--- src/rtl/rid_pkg.sv ---
package rid_pkg;
   localparam int RW_W     = 32;
   localparam int WCODE_W  = 2;
   localparam int WAY_W    = 3;
   localparam int MAX_WAYS = 1 << WAY_W;
   localparam int CR_W     = 4;
   localparam int LFLD_W   = 11;
   localparam int OFLD_W   = 14;

   typedef enum logic [1:0] {ST_IDLE, ST_SEARCH, ST_CALC} rid_state_e;

   function automatic logic rng_valid(input logic [RW_W-1:0] w);
      return w[31];
   endfunction

   function automatic logic [WCODE_W-1:0] rng_wcode(input logic [RW_W-1:0] w);
      return w[29:28];
   endfunction

   function automatic logic [LFLD_W-1:0] rng_lfield(input logic [RW_W-1:0] w);
      return w[11:1];
   endfunction

   function automatic logic [CR_W-1:0] ilv_crank(input logic [RW_W-1:0] w);
      return w[19:16];
   endfunction

   function automatic logic [OFLD_W-1:0] ilv_ofield(input logic [RW_W-1:0] w);
      return w[15:2];
   endfunction
endpackage

--- src/rtl/rid_regfile.sv ---
module rid_regfile
   import rid_pkg::*;
#(
   parameter int N_ENT = 4,
   localparam int ENT_W = $clog2(N_ENT)
) (
   input  logic              clk,
   input  logic              rst_n,
   input  logic              wr_en,
   input  logic              wr_ilv,
   input  logic [ENT_W-1:0]  wr_ent,
   input  logic [WAY_W-1:0]  wr_way,
   input  logic [RW_W-1:0]   wr_data,
   input  logic [ENT_W-1:0]  rd_ent,
   input  logic [WAY_W-1:0]  rd_way,
   output logic [RW_W-1:0]   rng_rd,
   output logic [RW_W-1:0]   ilv_rd
);
   logic [RW_W-1:0] rng_q [N_ENT];
   logic [RW_W-1:0] ilv_q [N_ENT][MAX_WAYS];

   for (genvar e = 0; e < N_ENT; e++) begin : g_ent
      always_ff @(posedge clk or negedge rst_n) begin
         if (!rst_n) begin
            rng_q[e] <= '0;
         end else if (wr_en && !wr_ilv && wr_ent == ENT_W'(e)) begin
            rng_q[e] <= wr_data;
         end
      end
      for (genvar w = 0; w < MAX_WAYS; w++) begin : g_way
         always_ff @(posedge clk or negedge rst_n) begin
            if (!rst_n) begin
               ilv_q[e][w] <= '0;
            end else if (wr_en && wr_ilv && wr_ent == ENT_W'(e) && wr_way == WAY_W'(w)) begin
               ilv_q[e][w] <= wr_data;
            end
         end
      end
   end

   assign rng_rd = rng_q[rd_ent];
   assign ilv_rd = ilv_q[rd_ent][rd_way];
endmodule

--- src/rtl/rid_search.sv ---
module rid_search
   import rid_pkg::*;
#(
   parameter int ADDR_W    = 40,
   parameter int N_ENT     = 4,
   parameter int LIMIT_LSB = 29,
   localparam int ENT_W = $clog2(N_ENT)
) (
   input  logic              clk,
   input  logic              rst_n,
   input  logic              req_valid,
   output logic              req_ready,
   input  logic [ADDR_W-1:0] req_addr,
   input  logic              closed_page,
   input  logic [RW_W-1:0]   rng_word,
   output logic [ENT_W-1:0]  cur_ent,
   output logic [ADDR_W-1:0] addr_q,
   output logic              closed_q,
   output logic              calc_go,
   output logic              miss_go
);
   rid_state_e        state_q;
   logic [ENT_W-1:0]  ent_q;
   logic [ADDR_W-1:0] lower_q;
   logic [ADDR_W-1:0] upper;
   logic              hit;
   logic              last;

   assign upper = (ADDR_W'(rng_lfield(rng_word)) << LIMIT_LSB)
                | ((ADDR_W'(1) << LIMIT_LSB) - ADDR_W'(1));
   assign hit   = rng_valid(rng_word) && (lower_q <= addr_q) && (addr_q <= upper);
   assign last  = (ent_q == ENT_W'(N_ENT - 1));

   assign req_ready = (state_q == ST_IDLE);
   assign calc_go   = (state_q == ST_CALC);
   assign miss_go   = (state_q == ST_SEARCH) && !hit && last;
   assign cur_ent   = ent_q;

   always_ff @(posedge clk or negedge rst_n) begin
      if (!rst_n) begin
         state_q  <= ST_IDLE;
         ent_q    <= '0;
         lower_q  <= '0;
         addr_q   <= '0;
         closed_q <= 1'b0;
      end else begin
         case (state_q)
            ST_IDLE: begin
               if (req_valid) begin
                  addr_q   <= req_addr;
                  closed_q <= closed_page;
                  ent_q    <= '0;
                  lower_q  <= '0;
                  state_q  <= ST_SEARCH;
               end
            end
            ST_SEARCH: begin
               if (hit) begin
                  state_q <= ST_CALC;
               end else begin
                  lower_q <= upper;
                  if (last) state_q <= ST_IDLE;
                  else      ent_q   <= ent_q + ENT_W'(1);
               end
            end
            default: state_q <= ST_IDLE;
         endcase
      end
   end

   AST_BUSY_AFTER_ACCEPT: assert property (@(posedge clk) disable iff (!rst_n)
      (req_valid && req_ready) |=> !req_ready);

   AST_ONE_ENTRY_PER_CYCLE: assert property (@(posedge clk) disable iff (!rst_n)
      (state_q == ST_SEARCH && !hit && !last) |=> (ent_q == $past(ent_q) + ENT_W'(1)));

   AST_BOUND_CHAINS: assert property (@(posedge clk) disable iff (!rst_n)
      (state_q == ST_SEARCH && !hit && !last) |=> (lower_q == $past(upper)));
endmodule

--- src/rtl/rid_reduce.sv ---
module rid_reduce
   import rid_pkg::*;
#(
   parameter int ADDR_W       = 40,
   parameter int SHIFT_CLOSED = 6,
   parameter int SHIFT_OPEN   = 13,
   parameter int OFFSET_LSB   = 26
) (
   input  logic [ADDR_W-1:0]  addr,
   input  logic               closed,
   input  logic [WCODE_W-1:0] wcode,
   input  logic [RW_W-1:0]    ilv_word,
   output logic [WAY_W-1:0]   way_idx,
   output logic [ADDR_W-1:0]  rank_addr,
   output logic [CR_W-1:0]    chan_rank
);
   localparam int SH_W = $clog2(SHIFT_OPEN + 1);

   logic [SH_W-1:0]   sh;
   logic [ADDR_W-1:0] scaled;
   logic [ADDR_W-1:0] low_mask;
   logic [ADDR_W-1:0] reduced;
   logic [ADDR_W-1:0] offset;
   logic [WAY_W-1:0]  way_mask;

   assign sh       = closed ? SH_W'(SHIFT_CLOSED) : SH_W'(SHIFT_OPEN);
   assign scaled   = addr >> sh;
   assign way_mask = WAY_W'((1 << wcode) - 1);
   assign way_idx  = scaled[WAY_W-1:0] & way_mask;

   assign low_mask  = (ADDR_W'(1) << sh) - ADDR_W'(1);
   assign reduced   = ((scaled >> wcode) << sh) | (addr & low_mask);
   assign offset    = ADDR_W'(ilv_ofield(ilv_word)) << OFFSET_LSB;
   assign rank_addr = reduced - offset;
   assign chan_rank = ilv_crank(ilv_word);

   always_comb begin
      AST_LOW_BITS_KEPT: assert ((reduced & low_mask) == (addr & low_mask));
   end
endmodule

--- src/rtl/rank_ilv_decoder.sv ---
module rank_ilv_decoder
   import rid_pkg::*;
#(
   parameter int ADDR_W       = 40,
   parameter int N_ENT        = 4,
   parameter int LIMIT_LSB    = 29,
   parameter int OFFSET_LSB   = 26,
   parameter int SHIFT_CLOSED = 6,
   parameter int SHIFT_OPEN   = 13,
   localparam int ENT_W = $clog2(N_ENT),
   localparam int DIMM_W = CR_W - 2
) (
   input  logic              clk,
   input  logic              rst_n,
   input  logic              wr_en,
   input  logic              wr_ilv,
   input  logic [ENT_W-1:0]  wr_ent,
   input  logic [WAY_W-1:0]  wr_way,
   input  logic [RW_W-1:0]   wr_data,
   input  logic              closed_page,
   input  logic              req_valid,
   output logic              req_ready,
   input  logic [ADDR_W-1:0] req_addr,
   output logic              rsp_valid,
   output logic              rsp_err,
   output logic [CR_W-1:0]   rsp_chan_rank,
   output logic [DIMM_W-1:0] rsp_dimm,
   output logic [1:0]        rsp_rank,
   output logic [ADDR_W-1:0] rsp_rank_addr
);
   if (ADDR_W < LIMIT_LSB + LFLD_W) begin : g_chk_addr
      $error("ADDR_W too narrow for the range bound field");
   end
   if (N_ENT < 2) begin : g_chk_ent
      $error("N_ENT must be at least 2");
   end
   if (SHIFT_CLOSED >= SHIFT_OPEN) begin : g_chk_shift
      $error("closed-page shift must be below open-page shift");
   end

   logic [ENT_W-1:0]  cur_ent;
   logic [ADDR_W-1:0] addr_q;
   logic              closed_q;
   logic              calc_go;
   logic              miss_go;
   logic [RW_W-1:0]   rng_word;
   logic [RW_W-1:0]   ilv_word;
   logic [WAY_W-1:0]  way_idx;
   logic [ADDR_W-1:0] rank_addr;
   logic [CR_W-1:0]   chan_rank;

   rid_regfile #(.N_ENT(N_ENT)) u_regs (
      .clk, .rst_n, .wr_en, .wr_ilv, .wr_ent, .wr_way, .wr_data,
      .rd_ent(cur_ent), .rd_way(way_idx), .rng_rd(rng_word), .ilv_rd(ilv_word)
   );

   rid_search #(.ADDR_W(ADDR_W), .N_ENT(N_ENT), .LIMIT_LSB(LIMIT_LSB)) u_search (
      .clk, .rst_n, .req_valid, .req_ready, .req_addr, .closed_page,
      .rng_word, .cur_ent, .addr_q, .closed_q, .calc_go, .miss_go
   );

   rid_reduce #(.ADDR_W(ADDR_W), .SHIFT_CLOSED(SHIFT_CLOSED), .SHIFT_OPEN(SHIFT_OPEN),
                .OFFSET_LSB(OFFSET_LSB)) u_reduce (
      .addr(addr_q), .closed(closed_q), .wcode(rng_wcode(rng_word)), .ilv_word,
      .way_idx, .rank_addr, .chan_rank
   );

   always_ff @(posedge clk or negedge rst_n) begin
      if (!rst_n) begin
         rsp_valid     <= 1'b0;
         rsp_err       <= 1'b0;
         rsp_chan_rank <= '0;
         rsp_rank_addr <= '0;
      end else begin
         rsp_valid <= calc_go || miss_go;
         if (calc_go) begin
            rsp_err       <= 1'b0;
            rsp_chan_rank <= chan_rank;
            rsp_rank_addr <= rank_addr;
         end else if (miss_go) begin
            rsp_err       <= 1'b1;
            rsp_chan_rank <= '0;
            rsp_rank_addr <= '0;
         end
      end
   end

   assign rsp_dimm = rsp_chan_rank[CR_W-1:2];
   assign rsp_rank = rsp_chan_rank[1:0];

   AST_RSP_PULSE: assert property (@(posedge clk) disable iff (!rst_n)
      rsp_valid |=> !rsp_valid);

   AST_RSP_AFTER_BUSY: assert property (@(posedge clk) disable iff (!rst_n)
      rsp_valid |-> $past(!req_ready));

   AST_ERR_FIELDS_ZERO: assert property (@(posedge clk) disable iff (!rst_n)
      (rsp_valid && rsp_err) |-> (rsp_chan_rank == '0 && rsp_rank_addr == '0));

   AST_POLICY_HELD: assert property (@(posedge clk) disable iff (!rst_n)
      !req_ready |=> (closed_q == $past(closed_q) || req_ready));
endmodule

--- config.mk ---
export PLATFORM = sky130hd
export DESIGN_NAME = rank_ilv_decoder
export DESIGN_NICKNAME = d
export VERILOG_FILES = /design/src/rtl/rid_pkg.sv /design/src/rtl/rid_regfile.sv /design/src/rtl/rid_search.sv /design/src/rtl/rid_reduce.sv /design/src/rtl/rank_ilv_decoder.sv
export SDC_FILE = /design/constraint.sdc
export NUM_CORES = 1
export LEC_CHECK = 0
export ABC_AREA = 1
export CAP_MARGIN = 20
export CORE_MARGIN = 5
export CORE_UTILIZATION = 30
export CTS_CLUSTER_SIZE = 16
export DETAILED_ROUTE_END_ITERATION = 10
export DONT_BUFFER_PORTS = 1
export GPL_ROUTABILITY_DRIVEN = 0
export SLEW_MARGIN = 10
export SYNTH_ARGS = -nofsm -noshare
export SYNTH_HDL_FRONTEND = slang
export SYNTH_SLANG_ARGS = --single-unit
--- constraint.sdc ---
create_clock -name clk -period 4.9 [get_ports clk]
set_clock_uncertainty 0.1 [all_clocks]
set_input_delay 0.98 -clock clk [delete_from_list [all_inputs] [get_ports clk]]
set_output_delay 0.98 -clock clk [all_outputs]
set_load 0.01 [all_outputs]
==> metrics <==
Pwr Total 25.1 mW; Final Instance Area 39100 sq um; reg-to-reg endpoint rsp_rank_addr[35]; Synth Area in XOR/XNOR 0.000497; antenna violations before repair 5; relative max-transition margin -2.98; ys flop type dfrtp_1; Comb pwr share 0.436; DR WL/cell approximately 19 microns; gr usage total 0.165; failing checks slew limit, setup timing; commonest non-fill, non-tap cell in the layout nand2_1; Rows 125; PwrDens 643 nW/um^2; Crit. path cell count 0; Gate Count Post-Synth 4255; Antenna Nets Post-Route 0; CP required between 3 and 4 ns; CP Launch Point rst_n; Worst Setup End Kind async pin; fraction of the mapped netlist area in adder cells 0.0236; Die Wd 353 microns; Util after Layout 0.335; HP Class input port to async pin; Syn-to-layout area delta 10.8%; mux share of post-synthesis cell area 0.00227; Post-DP Area 36300 sq um; largest family of logic cells by synthesized area compound AO/OA/AOI/OAI gates; pin count of the biggest net entering global routing between 700 and 800; Worst-path clk slew 0.06 ns; post-CTS setup buffer count 0; # setup viols final 3; post-detail-place hpwl 61900 microns; worst-path fanout max 728; fmax ~180 MHz; Leak Pwr 17.6 nW; register area share after synthesis 0.522; # H-tree levels 3; Die Y 353 microns; Top-Level Pins about 130; drt drc 0; Detailed Routing Iterations Pass 1 7; cell area after synthesis approximately 35000 sq um; share of cells above drive strength 1 0.0578; via count 29200; synth warn 0; slew at the pin closest to its max-slew limit 5.97 ns; Clk pwr share 0.245; Post-Syn Nets 4404; average via count per standard cell 5.17; VDD IR max 459 uV; Initial Util 0.303; Slew Limit Fails slightly below 700; Startpoint Class input port; RSZ-0062 raised after global routing false; r2r startpoint u_search.cur_ent[0]; Core Area 117000 sq um; clk buf depth 3; post-route setup slack -0.624 ns; Critical path destination u_search.cur_ent[1]; min Tclk post-route 5.52 ns; Max Cap Viol 0; Clk Latency, worst-skew pair 0.66 ns; outcome complete, but fails checks; R2R setup slack 0.27 ns; Num CTS Buffers 82; post_cts resized 0; GRT overflow 0; critical path type input port to async pin; Async SR Flop Fraction 1.00; R2R depth 20; WL final approximately 110000 microns; Seq pwr share 0.319; worst slack, placed roughly 0.42 ns; CTS tree done; Syn Area/Cell 8.29 sq um; Critical Path AT 3.90 ns; die footprint 124000 sq um; Root Driver clkbuf_16; Net Sw Frac 0.429; vias in the first global route ~27000; Compound-Gate Fraction of Synth Area 0.204; TritonCTS Sinks 735; Yosys reg bits 735; Netlist cell types 46; most frequent cells in the layout nand2_1 (1149), o21ai_0 (953), dfrtp_1 (732); P_int 14.3 mW; Net Switching between 10 and 15 mW; first-pass GRT wire length about 160000 microns; simple-gate area share of the yosys netlist 0.190; Port-buffer cells 0; DR iter-0 viols just over 3000; Layout Nets 4205; Final Hold Fails 0; Post-synth EDFFs 0; final worst-path cycle share 1.13; TNS Setup -1.58 ns
metal layers:
| layer | up-vias | global-route usage | wire length, microns |
|---|---|---|---|
| met1 | 14100 | 0.229 | 48000 |
| li1 | 14000 | - | - |
| met3 | 193 | 0.0334 | 7400 |
| met2 | 940 | 0.254 | 46600 |
| met4 | 2 | 0.0620 | 3820 |
| met5 | - | 0 | 12 |
cell families (layout without fill, tap and decap cells):
| logic type | after synthesis | after routing |
|---|---|---|
| multiplexers | 8 | 8 |
| XOR/XNOR | 2 | 2 |
| AND/OR/NAND/NOR | 1655 | 1655 |
| AO/OA/AOI/OAI | 1313 | 1313 |
| other | 0 | 3 |
| adder cells (fa/ha/maj) | 66 | 66 |
| flip-flops | 735 | 735 |
| buffers and inverters | 476 | 341 |
cell usage after synthesis (10+ instances only):
cell | number | area share
a32oi_1 | 11 | 0.0027
a31oi_1 | 27 | 0.0048
nand2_1 | 1151 | 0.12
o22ai_1 | 51 | 0.0090
o221ai_1 | 52 | 0.013
buf_6 | 10 | 0.0032
o21ai_1 | 32 | 0.0045
a21oi_1 | 93 | 0.013
o211ai_1 | 60 | 0.013
clkbuf_1 | 232 | 0.025
buf_2 | 71 | 0.010
o21ai_0 | 953 | 0.14
or2_2 | 10 | 0.0018
nor2_1 | 251 | 0.027
nor3_1 | 11 | 0.0016
ha_1 | 65 | 0.023
nand3_1 | 183 | 0.026
a32o_1 | 20 | 0.0057
nand2_2 | 18 | 0.0032
inv_1 | 124 | 0.013
buf_4 | 25 | 0.0053
dfrtp_1 | 735 | 0.52
nand4_1 | 16 | 0.0028
through the flow:
stage | std cells | hold WS, ns
2_1_floorplan | 4255 | 0.346
3_3_place_gp | 5488 | 0.360
3_5_place_dp | 5491 | 0.366
4_1_cts | 5639 | -0.0566
5_1_grt | 5646 | 0.0188
6_report | 5647 | 0.0769
layout make-up:
cell class              count  area [sq um]
diodes                      3          7.51
clock buffers             127          2410
clock inverters            21           305
fillers                 12100         77500
inverters                 133           514
multi-input cells        3044         14800
flip-flops and latches    735         18400
well taps                1524          1910
repair buffers             60           684
worst min path at each step:
stage | from | cells after the start | to
floorplan | u_regs.ilv_q[143] | 2 | u_regs.ilv_q[143]
global placement | u_regs.ilv_q[580] | 2 | u_regs.ilv_q[580]
detailed placement | u_regs.ilv_q[143] | 2 | u_regs.ilv_q[143]
CTS | rst_n | 0 | u_regs.ilv_q[1003]
global route | rst_n | 0 | u_regs.ilv_q[230]
finish | rst_n | 0 | u_regs.ilv_q[708]
flip-flops by register name (all words and copies together) (netlist names):
register,cells
rsp_valid,1
u_regs.rng_q,56
rsp_rank_addr,40
u_search.state_q,2
rsp_chan_rank,4
rsp_err,1
u_search.cur_ent,2
u_search.lower_q,12
u_regs.ilv_q,576
u_search.addr_q,40
u_search.closed_q,1
power by group through the flow:
stage	sequential, mW	clock, mW	combinational, mW
floorplan	7.75	0	8.06
global placement	8.07	0	10.7
detailed placement	8.09	0	10.8
CTS	8.00	6.30	10.9
global route	8.13	6.56	12.3
finish	8.01	6.17	10.9
(Power assumes the default switching activity.)
